[config.mk]
export PLATFORM = sky130hd
export DESIGN_NAME = arith_unit
export DESIGN_NICKNAME = d
export VERILOG_FILES = /design/src/rtl/arith_pkg.sv /design/src/rtl/arith_legal.sv /design/src/rtl/arith_adder.sv /design/src/rtl/arith_bcd_adjust.sv /design/src/rtl/arith_unit.sv
export SDC_FILE = /design/constraint.sdc
export NUM_CORES = 1
export LEC_CHECK = 0
export BUFFER_PORTS_ARGS = -buffer_cell sky130_fd_sc_hd__buf_2
export CAP_MARGIN = 5
export CORE_ASPECT_RATIO = 1.5
export CORE_UTILIZATION = 39
export DETAILED_ROUTE_END_ITERATION = 8
export REMOVE_ABC_BUFFERS = 1
export SLEW_MARGIN = 20
export SYNTH_ARGS = -nofsm -noshare
export SYNTH_HDL_FRONTEND = slang
export SYNTH_SLANG_ARGS = --single-unit
[constraint.sdc]
create_clock -name vclk -period 6.3
set_clock_uncertainty 0.05 [all_clocks]
set_input_delay 0.63 -clock vclk [all_inputs]
set_output_delay 0.63 -clock vclk [all_outputs]
set_load 0.05 [all_outputs]
[src/rtl/arith_pkg.sv]
package arith_pkg;
   localparam int unsigned DATA_W  = 32;
   localparam int unsigned FLAG_W  = 5;
   localparam int unsigned OP_W    = 4;

   localparam int unsigned FLG_C = 0;
   localparam int unsigned FLG_V = 1;
   localparam int unsigned FLG_Z = 2;
   localparam int unsigned FLG_N = 3;
   localparam int unsigned FLG_H = 4;

   typedef enum logic [OP_W-1:0] {
      OP_ADD   = 4'd0,
      OP_SUB   = 4'd1,
      OP_ADDC  = 4'd2,
      OP_SUBB  = 4'd3,
      OP_INC   = 4'd4,
      OP_DEC   = 4'd5,
      OP_ADDK  = 4'd6,
      OP_SUBK  = 4'd7,
      OP_DADJA = 4'd8,
      OP_DADJS = 4'd9
   } op_e;

   typedef enum logic [1:0] {
      SZ_BYTE = 2'd0,
      SZ_WORD = 2'd1,
      SZ_LONG = 2'd2,
      SZ_RSVD = 2'd3
   } size_e;
endpackage

[src/rtl/arith_legal.sv]
module arith_legal
   import arith_pkg::*;
(
   input  logic [OP_W-1:0] op_i,
   input  logic [1:0]      size_i,
   input  logic            src_imm_i,
   input  logic [1:0]      step_i,
   output logic            illegal_o
);
   logic is_byte;
   always_comb begin
      is_byte   = (size_i == SZ_BYTE);
      illegal_o = (size_i == SZ_RSVD);
      case (op_i)
         OP_ADD:           ;
         OP_SUB:           if (is_byte && src_imm_i) illegal_o = 1'b1;
         OP_ADDC, OP_SUBB: if (!is_byte) illegal_o = 1'b1;
         OP_INC, OP_DEC:   if (step_i[1] || (is_byte && step_i != 2'd0)) illegal_o = 1'b1;
         OP_ADDK, OP_SUBK: if (size_i != SZ_LONG || step_i == 2'd3) illegal_o = 1'b1;
         OP_DADJA, OP_DADJS: if (!is_byte) illegal_o = 1'b1;
         default:          illegal_o = 1'b1;
      endcase
   end
endmodule

[src/rtl/arith_adder.sv]
module arith_adder
   import arith_pkg::*;
#(
   parameter int unsigned WIDTH = DATA_W
) (
   input  logic [OP_W-1:0]   op_i,
   input  logic [1:0]        size_i,
   input  logic [1:0]        step_i,
   input  logic [WIDTH-1:0]  dst_i,
   input  logic [WIDTH-1:0]  src_i,
   input  logic              carry_i,
   output logic [WIDTH-1:0]  sum_o,
   output logic [FLAG_W-1:0] flags_o
);
   localparam int unsigned IDX_W = $clog2(WIDTH);

   generate
      if (WIDTH != 32) begin : g_width_chk
         $error("arith_adder: WIDTH must be 32");
      end
   endgenerate

   logic             is_sub, use_step;
   logic [WIDTH-1:0] step_val, b_raw, b_eff;
   logic             c_in, c_top;
   logic [WIDTH-1:0] c_into, c_out;
   logic [IDX_W-1:0] msb, hb;
   logic [WIDTH-1:0] size_mask;

   always_comb begin
      is_sub   = (op_i == OP_SUB) || (op_i == OP_SUBB) || (op_i == OP_DEC) || (op_i == OP_SUBK);
      use_step = (op_i == OP_INC) || (op_i == OP_DEC) || (op_i == OP_ADDK) || (op_i == OP_SUBK);
      step_val = WIDTH'(1) << step_i;
      b_raw    = use_step ? step_val : src_i;
      b_eff    = is_sub ? ~b_raw : b_raw;
      if (op_i == OP_ADDC)      c_in = carry_i;
      else if (op_i == OP_SUBB) c_in = ~carry_i;
      else                      c_in = is_sub;
      {c_top, sum_o} = {1'b0, dst_i} + {1'b0, b_eff} + {{WIDTH{1'b0}}, c_in};
      c_into = dst_i ^ b_eff ^ sum_o;
      c_out  = {c_top, c_into[WIDTH-1:1]};
      case (size_i)
         SZ_BYTE: begin msb = IDX_W'(7);  hb = IDX_W'(3);  size_mask = WIDTH'(32'h0000_00FF); end
         SZ_WORD: begin msb = IDX_W'(15); hb = IDX_W'(11); size_mask = WIDTH'(32'h0000_FFFF); end
         default: begin msb = IDX_W'(WIDTH-1); hb = IDX_W'(WIDTH-5); size_mask = '1; end
      endcase
      flags_o        = '0;
      flags_o[FLG_C] = c_out[msb] ^ is_sub;
      flags_o[FLG_H] = c_out[hb] ^ is_sub;
      flags_o[FLG_V] = c_out[msb] ^ c_into[msb];
      flags_o[FLG_N] = sum_o[msb];
      flags_o[FLG_Z] = ((sum_o & size_mask) == '0);
   end
endmodule

[src/rtl/arith_bcd_adjust.sv]
module arith_bcd_adjust
   import arith_pkg::*;
(
   input  logic              after_sub_i,
   input  logic [7:0]        val_i,
   input  logic [FLAG_W-1:0] flags_i,
   output logic [7:0]        val_o,
   output logic [FLAG_W-1:0] flags_o
);
   logic       lo_big, fix_lo, fix_hi, c_new;
   logic [7:0] corr;

   always_comb begin
      lo_big = (val_i[3:0] > 4'd9);
      fix_lo = flags_i[FLG_H] | lo_big;
      fix_hi = flags_i[FLG_C] | (val_i[7:4] > 4'd9) | ((val_i[7:4] == 4'd9) & lo_big);
      if (after_sub_i) begin
         corr  = (flags_i[FLG_H] ? 8'hFA : 8'h00) + (flags_i[FLG_C] ? 8'hA0 : 8'h00);
         c_new = flags_i[FLG_C];
      end else begin
         corr  = {fix_hi ? 4'h6 : 4'h0, fix_lo ? 4'h6 : 4'h0};
         c_new = fix_hi;
      end
      val_o          = val_i + corr;
      flags_o        = '0;
      flags_o[FLG_C] = c_new;
      flags_o[FLG_V] = 1'b0;
      flags_o[FLG_H] = flags_i[FLG_H];
      flags_o[FLG_N] = val_o[7];
      flags_o[FLG_Z] = (val_o == 8'h00);
   end
endmodule

[src/rtl/arith_unit.sv]
module arith_unit
   import arith_pkg::*;
#(
   parameter int unsigned WIDTH = DATA_W
) (
   input  logic [OP_W-1:0]   op_i,
   input  logic [1:0]        size_i,
   input  logic              src_imm_i,
   input  logic [1:0]        step_i,
   input  logic [WIDTH-1:0]  dst_i,
   input  logic [WIDTH-1:0]  src_i,
   input  logic [FLAG_W-1:0] flags_i,
   output logic [WIDTH-1:0]  result_o,
   output logic [FLAG_W-1:0] flags_o,
   output logic              illegal_o
);
   localparam int unsigned LANES = WIDTH / 8;

   generate
      if (WIDTH != 32 || (WIDTH % 8) != 0) begin : g_width_chk
         $error("arith_unit: WIDTH must be 32");
      end
   endgenerate

   logic              bad;
   logic [WIDTH-1:0]  sum;
   logic [FLAG_W-1:0] add_flags, bcd_flags;
   logic [7:0]        bcd_val;
   logic [WIDTH-1:0]  raw;
   logic [LANES-1:0]  lane_live;
   logic [WIDTH-1:0]  merged;
   logic              is_bcd, is_const;

   arith_legal u_legal (
      .op_i(op_i), .size_i(size_i), .src_imm_i(src_imm_i), .step_i(step_i), .illegal_o(bad)
   );

   arith_adder #(.WIDTH(WIDTH)) u_adder (
      .op_i(op_i), .size_i(size_i), .step_i(step_i), .dst_i(dst_i), .src_i(src_i),
      .carry_i(flags_i[FLG_C]), .sum_o(sum), .flags_o(add_flags)
   );

   arith_bcd_adjust u_bcd (
      .after_sub_i(op_i == OP_DADJS), .val_i(dst_i[7:0]), .flags_i(flags_i),
      .val_o(bcd_val), .flags_o(bcd_flags)
   );

   always_comb begin
      is_bcd    = (op_i == OP_DADJA) || (op_i == OP_DADJS);
      is_const  = (op_i == OP_ADDK) || (op_i == OP_SUBK);
      raw       = is_bcd ? {{(WIDTH-8){1'b0}}, bcd_val} : sum;
      case (size_i)
         SZ_BYTE: lane_live = LANES'(1);
         SZ_WORD: lane_live = LANES'(3);
         default: lane_live = '1;
      endcase
   end

   for (genvar g = 0; g < LANES; g++) begin : g_lane
      assign merged[g*8 +: 8] = lane_live[g] ? raw[g*8 +: 8] : dst_i[g*8 +: 8];
   end

   always_comb begin
      illegal_o = bad;
      if (bad) begin
         result_o = dst_i;
         flags_o  = flags_i;
      end else begin
         result_o = merged;
         if (is_bcd)        flags_o = bcd_flags;
         else if (is_const) flags_o = flags_i;
         else               flags_o = add_flags;
      end
   end

   always_comb begin
      if (illegal_o)
         AST_ILLEGAL_HOLDS: assert (result_o == dst_i && flags_o == flags_i) else $error("illegal op changed state");
      if (!illegal_o && size_i == SZ_BYTE)
         AST_UPPER_PASS: assert (result_o[WIDTH-1:8] == dst_i[WIDTH-1:8]) else $error("upper bits altered");
      if (!illegal_o && is_const)
         AST_CONST_FLAGS: assert (flags_o == flags_i) else $error("constant op changed flags");
      if (!illegal_o && op_i == OP_DADJS)
         AST_DAS_CARRY: assert (flags_o[FLG_C] == flags_i[FLG_C] && !flags_o[FLG_V]) else $error("adjust carry");
      if (!illegal_o && !is_const && size_i == SZ_BYTE)
         AST_ZERO_FLAG: assert (flags_o[FLG_Z] == (result_o[7:0] == 8'h00)) else $error("zero flag");
      if (size_i == SZ_RSVD)
         AST_SIZE_RSVD: assert (illegal_o) else $error("reserved size accepted");
   end
endmodule

# After elaboration in Yosys (flattened, before gate mapping)
# Index checks and enable logic that the tools add are counted.
[totals]
regBits = 0
elab_cells = 91
[op_classes]
add_sub_neg = 4
magnitude_cmp = 4
n_eq_ne = 14
shifts = 1
mux = 36
bitwise = 12
reduce_logical = 20
[op_table]
columns = ["op", "n"]
rows = [
  ["$mux 32", 4],
  ["$pmux 32 s2", 1],
  ["$xor 32x32->32", 2],
  ["$mux 8", 7],
  ["$add 32x32->33", 1],
  ["$add 33x1->33", 1],
  ["$and 32x32->32", 1],
  ["$logic_not 32->1", 1],
  ["$not 32->32", 1],
  ["$shl 1x2->32 const A", 1],
  ["$bmux 1 s5", 4],
  ["$pmux 5 s2", 2],
  ["$add 8x8->8", 2],
  ["$eq 4x3->1 const B", 4],
  ["$mux 5", 3],
  ["$eq 4x4->1 const B", 3],
  ["$lt 5x6->1 const B", 2],
  ["$mux 1", 11],
  ["$logic_or 1x1->1", 10],
  ["$eq 4x2->1 const B", 2],
  ["$gt 4x4->1 const B", 2],
  ["$logic_not 8->1", 1],
  ["$pmux 4 s2", 1],
  ["$mux 3", 2],
  ["other kinds (15)", 22],
]

# Depth between registers and ports, before layout
# Gate-level depths: netlist of run 1.
[logic_depth]
depth_word = 16
depth_mapped = 18
ltp_nobuf = 17

# Modules after synthesis
# Synthesis of run 1 repeated with hierarchy kept, for this count alone.
[unflattened]
cells_unflattened = 568
hier_area_um2 = 3843.7
[by_module_without_submodules]
columns = ["mod", "n_inst", "cells_each", "area_per_inst_um2", "seq_area_each_um2"]
rows = [
  ["arith_adder", 1, 384, 2686.3, 0.0],
  ["arith_unit", 1, 112, 650.6, 0.0],
  ["arith_bcd_adjust", 1, 61, 427.9, 0.0],
  ["arith_legal", 1, 11, 78.8, 0.0],
]

# Least setup slack after synthesis of run 1
# No wires, ideal clock.
[synth_timing]
kind = "input port to output port"
start = "input op_i[3]"
end = "output result_o[29]"
arrival_time_ps = 5044
required_time_ps = 5620
slack_ps = 576
path_stages = 13
n_path_buf = 2
cell_sequence = "clkbuf_1 -> nor2_1 -> clkbuf_1 -> xnor2_1 -> ha_1 -> nand3_1 -> nor4_1 -> o21ai_1 -> a211oi_2 -> o211a_1 -> mux2_1 -> a2111o_1 -> o21ai_0"
[synth_between]
elab_chain_len = 12
[synth_lines]
columns = ["element", "line", "source"]
rows = [
  ["start: declaration", "arith_unit.sv:6", "input logic [OP_W-1:0] op_i,"],
  ["$eq 4x3->1 (on tied branches)", "arith_legal.sv:14, arith_adder.sv:32, arith_adder.sv:31", ""],
  ["$logic_or 1x1->1 (3 in a row)", "arith_adder.sv:32", "use_step = (op_i == OP_INC) || (op_i == OP_DEC) || (op_i == OP_ADDK) || (op_i == OP_SUBK);"],
  ["$mux 32", "arith_adder.sv:34", "b_raw = use_step ? step_val : src_i;"],
  ["$not 32->32", "arith_adder.sv:35", "b_eff = is_sub ? ~b_raw : b_raw;"],
  ["$mux 32", "arith_adder.sv:35", ""],
  ["$add 32x32->33", "arith_adder.sv:39", "{c_top, sum_o} = {1'b0, dst_i} + {1'b0, b_eff} + {{WIDTH{1'b0}}, c_in};"],
  ["$add 33x1->33", "arith_adder.sv:39", ""],
  ["$mux 32", "arith_unit.sv:51", "raw = is_bcd ? {{(WIDTH-8){1'b0}}, bcd_val} : sum;"],
  ["$mux 8", "arith_unit.sv:60", "assign merged[g*8 +: 8] = lane_live[g] ? raw[g*8 +: 8] : dst_i[g*8 +: 8];"],
  ["$mux 32 (*)", "arith_unit.sv:65", "if (bad) begin"],
  ["end: declaration", "arith_unit.sv:13", "output logic [WIDTH-1:0] result_o,"],
]
# Every way passes the cells marked *; elsewhere a longest branch is shown, timed or not.

# Worst setup path after layout of run 1
[layout_timing]
start = "input op_i[3]"
end = "output flags_o[0]"
[layout_between]
elab_chain_len = 16
[layout_lines]
columns = ["element", "line", "source"]
rows = [
  ["$eq 4x3->1 (on tied branches)", "arith_legal.sv:14, arith_adder.sv:32, arith_adder.sv:31", ""],
  ["$logic_or 1x1->1 (3 in a row)", "arith_adder.sv:32", ""],
  ["$mux 32", "arith_adder.sv:34", ""],
  ["$not 32->32", "arith_adder.sv:35", ""],
  ["$mux 32", "arith_adder.sv:35", ""],
  ["$add 32x32->33", "arith_adder.sv:39", ""],
  ["$add 33x1->33", "arith_adder.sv:39", ""],
  ["$xor 32x32->32", "arith_adder.sv:40", "c_into = dst_i ^ b_eff ^ sum_o;"],
  ["$bmux 1 s5", "arith_adder.sv:48", "flags_o[FLG_C] = c_out[msb] ^ is_sub;"],
  ["$mux 1 (not written as such)", "arith_adder.sv:48", ""],
  ["$xor 1x1->1", "arith_adder.sv:48", ""],
  ["$mux 5", "arith_unit.sv:71", "else if (is_const) flags_o = flags_i;"],
  ["$mux 5", "arith_unit.sv:70", "if (is_bcd) flags_o = bcd_flags;"],
  ["$mux 5 (*)", "arith_unit.sv:65", ""],
  ["end: declaration", "arith_unit.sv:14", "output logic [FLAG_W-1:0] flags_o,"],
]
# Every way passes the cells marked *; elsewhere a longest branch is shown, timed or not. The select of a mux whose other input is x is not followed.

==> results.txt, run 1 <==
The post-CTS setup repair buffer count is 0. The area of the mapped netlist came out at 3622 um^2. The relative slew slack is 42.53%.

In this run the remaining antenna-violating nets after routing total 0. STA classifies the critical path startpoint as an input pin. At the end of routability-driven placement, the weighted congestion stood at 0.9437.

The detailed router finished its first iteration with between 150 and 200 violations. For this run, the number of Yosys warnings is 0. The number of antenna violations at the first check in global routing came out at 0. The number of different library cells in the post-synthesis netlist is 73. Counting instances in the post-synthesis netlist gives the leading cell types as nand2_1, xnor2_1, a21oi_1, o21ai_0, ha_1. The diode insertion count for antenna repair is 0. The number of global-route vias before repair came out at 3887. In this run the number of cells on the critical path is 18.

Walking the worst path, the cells encountered are buf_2 -> nand2b_1 -> nor3_1 -> a21oi_1 -> xor2_1 -> fa_1 -> fa_1 -> nand2b_1 -> a21oi_1 -> nand2b_1 -> a31oi_1 -> and2_1 -> o311ai_1 -> a21boi_4 -> mux2_4 -> a21oi_1 -> o32a_1 -> buf_2. The global-route total usage across every layer came out at between 20 and 25%. Together, buffers and inverters on the worst path number 2. After layout, the clock buffer instance count stands at 0. On the critical path, the stage with the largest delay is an instance of nand2b_1. The average footprint of a synthesized cell came out at 6.610 um^2. Summed over all instances, the cell type with the most area after synthesis is ha_1. The run finished with clean final reports.

The portion of the post-synthesis area used by sequential elements is 0%. The total instance count after detailed placement came out at 752. The final number of setup-violating endpoints is 0.

The area occupied by registers came out at 0 um^2. The final sequential cell count came out at 0. The critical path capture point type is a primary output.

The total global routing overflow is 0. The count of buffers added on input and output ports is ~120. The area of the core came out at 8934 um^2. Setup repair after global routing left no endpoint under its margin. The die boundary width came out at 80.69 um.

The area of the multi-input gates came out at 3405 um^2. The number of rows created at floorplan is 42. The residual DRC count is 0. The via total after detailed routing came out at 4262. The total power of the final layout is 725.0 uW.

The critical path endpoint is flags_o[0]. The starting density of the core is 40.55%. For the pin with the worst max-slew slack, the measured transition is 0.8600 ns.

The final-layout setup total negative slack is 0 ns. The maximum VDD drop came out at 0.1039 mV. The global routing stage identified its most utilized layer as met2. Entering global routing, the biggest net connects 30 pins. The post-cts sizing count came out at 0. The worst hold slack across all endpoints is 1.625 ns. In this design, the largest share of critical-path delay is due to simple AND/OR/NAND/NOR gates. The max-slew violation total from the final report came out at 0. The via count normalized by instance count came out at between 5 and 6. The fraction of met1 tracks used by global routing came out at around a quarter.

The net count of the finished layout is between 700 and 800. The number of detailed-route iterations in the first pass came out at 5. With fillers left out, the area of the finished cells amounts to ~4200 um^2. The routed design has 11280 um of wire. The full die area came out at around 9700 um^2. The global routing met3 resource utilization came out at 0.4563%.

The most repeated cell in the gate-level netlist after synthesis is nand2_1. The required time of the worst setup path is 5.62 ns. The gate count of the mapped netlist is 548. The post-route fraction of the period consumed by the critical path is 92.04%. The fraction of post-synthesis cell area in the top cell type by area is 13.82%.

The fraction of layout cells with a size suffix above 1 came out at 23.52%. The placed wire-length estimate after detailed placement is a little under 10000 um. The global-route wire length before repair came out at 17940 um. The height of the chip came out at 120.0 um. Hold repair after CTS inserted 0 buffers. The max capacitance violation total is 0. On the worst path, the slowest cell contributes a delay of approximately 0.48 ns.

The time the worst path needs with I/O delays and setup came out at just under 6 ns. The final number of hold-violating endpoints is 0. The type of the most critical hold path is in2out.

By startpoint and endpoint, the worst setup path is classified as in2out. Data arrives at the worst endpoint at 5.12 ns. In the final routed layout, each cell accounts on average for 15.00 um. The power per cell area is 170.9 nW/um^2. The filler-free cell count of the finished design came out at between 700 and 800. In the post-synthesis netlist, the biggest area contributors are ha_1, xnor2_1, nand2_1. The highest fanout seen on the critical path came out at 16. The most critical setup path has its startpoint at op_i[3]. Fill cells in the final layout number 997. The fmax is 172.5 MHz. The placed cell area is 4243 um^2. In this run the static leakage power is 0.002030 uW.

During I/O placement, the number of pins put on the boundary was 116. The synthesis-to-finish area growth is 17.13%. For this run, global-route usage on met2 was measured as 45.02%.
## cells by family after synthesis
kind of cell,after synthesis,synth area share [%]
AND/OR/NAND/NOR,192,23.97
AO/OA/AOI/OAI,184,34.20
XOR/XNOR,68,16.44
buffers and inverters,49,6.217
adder cells (fa/ha/maj),43,15.48
multiplexers,12,3.696
## power breakdown
group | switching (uW) | total [uW] | internal [uW] | leakage, uW
Sequential | 0 | 0 | 0 | 0
Combinational | 469 | 725 | 256 | 0.00203
Clock | 0 | 0 | 0 | 0
Total | 469 | 725 | 256 | 0.00203
## cell usage in the layout (no fill, tap or decap), drive strengths merged, types with 3 or more instances in the layout
| cell | synthesis | layout |
|---|---|---|
| a211oi | 6 | 6 |
| xor2 | 16 | 16 |
| o21a | 7 | 7 |
| and3 | 6 | 6 |
| fa | 3 | 3 |
| o21bai | 4 | 4 |
| inv | 22 | 22 |
| nor2 | 38 | 38 |
| o31ai | 4 | 4 |
| o21ai | 51 | 51 |
| nand3 | 9 | 9 |
| o211ai | 4 | 4 |
| a31o | 4 | 4 |
| xnor2 | 52 | 52 |
| and2 | 6 | 6 |
| nor4 | 4 | 4 |
| a21oi | 55 | 55 |
| a21o | 13 | 13 |
| buf | 12 | 121 |
| nand4 | 4 | 4 |
| nand2b | 10 | 10 |
| a31oi | 9 | 9 |
| ha | 40 | 40 |
| nor3 | 10 | 10 |
| nand2 | 94 | 94 |
| mux2i | 4 | 4 |
| mux2 | 8 | 8 |
## worst min-delay path by stage
stage	slack, ns	end	cells after the start	from
after floorplan	1.49	result_o[3]	2	dst_i[3]
after global placement	1.62	result_o[24]	4	dst_i[24]
after detailed placement	1.63	result_o[25]	4	dst_i[25]
after CTS	1.63	result_o[24]	4	dst_i[24]
after global routing	1.64	result_o[26]	4	dst_i[26]
final	1.62	result_o[22]	4	dst_i[22]
## metal layers
metal | wire length [um] | up-vias
li1 | - | 2160
met1 | 4521 | 1948
met5 | 0 | -
met3 | 443 | 23
met2 | 5995 | 131
met4 | 320 | 0
## final cells by class
| type | instances | share of cell area, % |
|---|---|---|
| inverter | 22 | 1.946 |
| multi-input combinational | 499 | 80.24 |
| tap | 110 | 3.244 |
| timing repair buffer | 121 | 14.57 |
## metrics by stage
stage,util (%),setup slack (ns)
floorplan,-,-0.6268
detailed placement,47.49,0.5597
global placement,47.49,0.6677
CTS,47.49,0.5139
global route,47.49,0.1475
finish,47.49,0.5018
Note: power is estimated with default switching activity, not from simulation.
==> run 2: changes to the inputs <==
- SYNTH_HIERARCHICAL: default -> 1
==> results.txt, run 2 <==
The synthesis-to-finish area growth is 17.12% (about the same). The area occupied by registers is 0 um^2 (unchanged). The net count of the finished layout came to 782 (+2.2%). The number of fillers in the final layout is 1065 (+6.8%). Sorting the synthesized cells by area gives the leading types as ha_1, xnor2_1, nand2_1. The number of buffers added on ports came out at 116 (unchanged). The area of the mapped netlist was 3844 um^2 (+6.1%). The relative slew slack is 34.32% (-8.2 points).

The kind of start point of the critical path is an input pin. The number of warnings reported in the yosys synthesis log came out at 6 (+6). The final number of hold-violating endpoints is 0 (unchanged). The hold buffer count at CTS came out at 0 (unchanged). The via total after detailed routing is 4444 (+4.3%). The top-level port count was 116 (unchanged).

The number of clock-tree buffers in the layout is 0 (unchanged). The worst hold slack across all endpoints is 1.621 ns (-0.003620 ns). The average wire per standard cell was 16.38 um (+9.2%). The finished layout cell area is 4502 um^2 (+6.1%). The placed wire-length estimate after detailed placement was 10740 um (+10%).

The residual DRC count is 0 (unchanged). The total instance count after detailed placement is 774 (+2.9%). The number of antenna violations at the first check in global routing is 0 (unchanged). The starting density of the core came out at 39.90% (-0.65 points).

The most repeated cell in the gate-level netlist after synthesis is nand2_1. The peak per-stage delay on the critical path is 0.55 ns (+0.07 ns). The kind of cell with the highest combined delay along the critical path is compound AO/OA/AOI/OAI gates. The number of global-route vias before repair is 4196 (+7.9%).

The final-layout setup total negative slack was 0 ns (unchanged). The transition time at the pin with the least slew margin is 0.9851 ns (+0.1251 ns). The via count normalized by instance count came out at 5.734 (+1.2%). The number of different library cells in the post-synthesis netlist is 76 (+4.1%). The number of DRC markers in iteration 0 is 165 (-2.9%). The filler-free cell count of the finished design came out at 775 (+3.1%). The fraction of post-synthesis cell area in the top cell type by area is 12.70% (-1.1 points). The total global routing overflow came out at 0 (unchanged). The library cell used most frequently in the layout, excluding fill and tap cells, is buf_2. The global-route wire length before repair is 20070 um (+12%).

The power per cell area was 160.3 nW/um^2 (-6.2%). The flow ran to the end, and the final reports show no timing, DRC or antenna violations. Among all stages on the critical path, the largest delay is contributed by or4_1. The area of the core is 9634 um^2 (+7.8%).

The placed cell area is 4488 um^2 (+5.8%). The maximum VDD drop came out at 0.07797 mV (-25%). The fmax is 166.6 MHz (-3.4%). ha_1 takes more of the synthesized area than any other cell. The full die area came out at 10270 um^2 (+6.0%). The max-slew violation total from the final report came out at 0 (unchanged). In the layout the commonest cells are buf_2, nand2_1, xnor2_1. The largest net degree at the start of global routing is 35 (+17%).

The number of cells on the worst hold path came out at 4 (unchanged). The final number of setup-violating endpoints came out at 0 (unchanged). The post-route fraction of the period consumed by the critical path was 95.25% (+3.2 points).

The global-route total usage across every layer is 23.65% (+0.80 points). The weighted congestion reported at the end of routability-driven placement came out at 0.9806 (+3.9%). The required time of the worst setup path is 5.62 ns (about the same).

The number of detailed-route iterations in the first pass is 4 (-1). In the synthesized netlist, the cells that appear most often are nand2_1, xnor2_1, ha_1, a21oi_1, o21ai_0. The max capacitance violation total came out at 0 (unchanged). The highest fanout seen on the critical path is 9 (-7). The time the worst path needs with I/O delays and setup is 6.001 ns (+0.2026 ns). The worst path buffer plus inverter count is 3 (+1). The critical path goes through buf_2 -> nand2b_1 -> nor3_1 -> a21oi_1 -> xor2_1 -> fa_1 -> fa_1 -> nor2b_2 -> o2111ai_2 -> a2111oi_2 -> buf_4 -> nor3_4 -> xnor2_1 -> or4_1 -> nor3_2 -> o2111ai_1 -> o41a_1 -> a211oi_2 -> or4_1 -> o311a_1 -> clkbuf_4.

STA classifies the critical path endpoint as a primary output. The detailed-route wire length came out at 12700 um (+13%). The average footprint of a synthesized cell came out at 6.767 um^2 (+2.4%).

The gate count of the mapped netlist is 568 (+3.6%). By startpoint and endpoint, the worst setup path is classified as in2out. The number of rows created at floorplan is 44 (+4.8%). The height of the chip is 123.6 um (+3.0%).

The arrival time reported for the critical path endpoint was 5.32 ns (+0.20 ns). The leakage power came out at 0.002180 uW (+7.4%). The fraction of layout cells with a size suffix above 1 was 24.09% (+0.57 points). The final sequential cell count was 0 (unchanged). The portion of the post-synthesis area used by sequential elements was 0% (unchanged). The diode insertion count for antenna repair came out at 0 (unchanged). The die boundary width is 83.06 um (+2.9%). The type of the most critical hold path is in2out. The number of antenna-violating nets in the routed design is 0 (unchanged). The logic depth of the worst path, buffers included was 21 (+3).
[run 2: cell types whose count changed in the layout (fill, tap and decap cells not counted), moves of 5 or more]
cell / change
o311a_1: +5
a22o_1: +6
mux2i_1: +5
or4_1: +8
nor3_1: -5
mux2_2: -6
a21o_1: +7
a21oi_1: -13
nand2_1: -5
o21ai_0: -11
[run 2: cell families after synthesis]
kind of cell / after synthesis / share of synthesized area, %
fa+ha+maj: 42 / 14.26
compound gates: 185 / 34.15
xor+xnor: 66 / 15.04
other cells: 1 / 0.09756
mux: 9 / 2.344
buf+inv: 60 / 6.738
simple gates: 205 / 27.38
[run 2: repair_timing]
item / 4_1_cts / 5_1_grt
buffers inserted: 0 / 1
gates resized for setup: 0 / 2
endpoints found under the setup margin: 0 / 1
[run 2: area by class of cell]
| type | instances | area, um^2 | area share, % |
|---|---|---|---|
| Multi-Input combinational cell | 508 | 3598 | 79.93 |
| Tap cell | 115 | 143.9 | 3.196 |
| Timing Repair Buffer | 126 | 661.9 | 14.70 |
| Inverter | 26 | 97.59 | 2.168 |
[run 2: power breakdown]
part / switching [uW] / internal, uW
Sequential: 0 / 0
Clock: 0 / 0
Combinational: 458 / 263
Total: 458 / 263
[run 2: worst min-delay path, cell delays in order]
cell and delay [ns]:
buf_2 0.10, nand2_1 0.04, o21ai_0 0.06, buf_2 0.20
[run 2: metrics by stage]
step,utilization [%],total power [uW],worst slack (ns)
2_1_floorplan,-,527.0,-1.399
3_3_place_gp,46.58,716.7,0.3274
3_5_place_dp,46.58,717.8,0.2228
4_1_cts,46.58,721.7,0.1878
5_1_grt,46.73,787.4,-0.03151
6_report,46.73,721.6,0.2992
[run 2: per-layer routing]
layer | share of wire (%) | vias up | track usage [%]
met2 | 54 | 117 | 48.05
met1 | 40 | 2045 | 25.82
met3 | 3.0 | 28 | 1.325
li1 | - | 2254 | -
met5 | 0 | - | 0
met4 | 3.6 | 0 | 7.866
[run 2: worst paths after layout]
| kind | start | to |
|---|---|---|
| worst min-delay path | dst_i[24] | result_o[24] |
| worst max-delay path | op_i[3] | flags_o[2] |
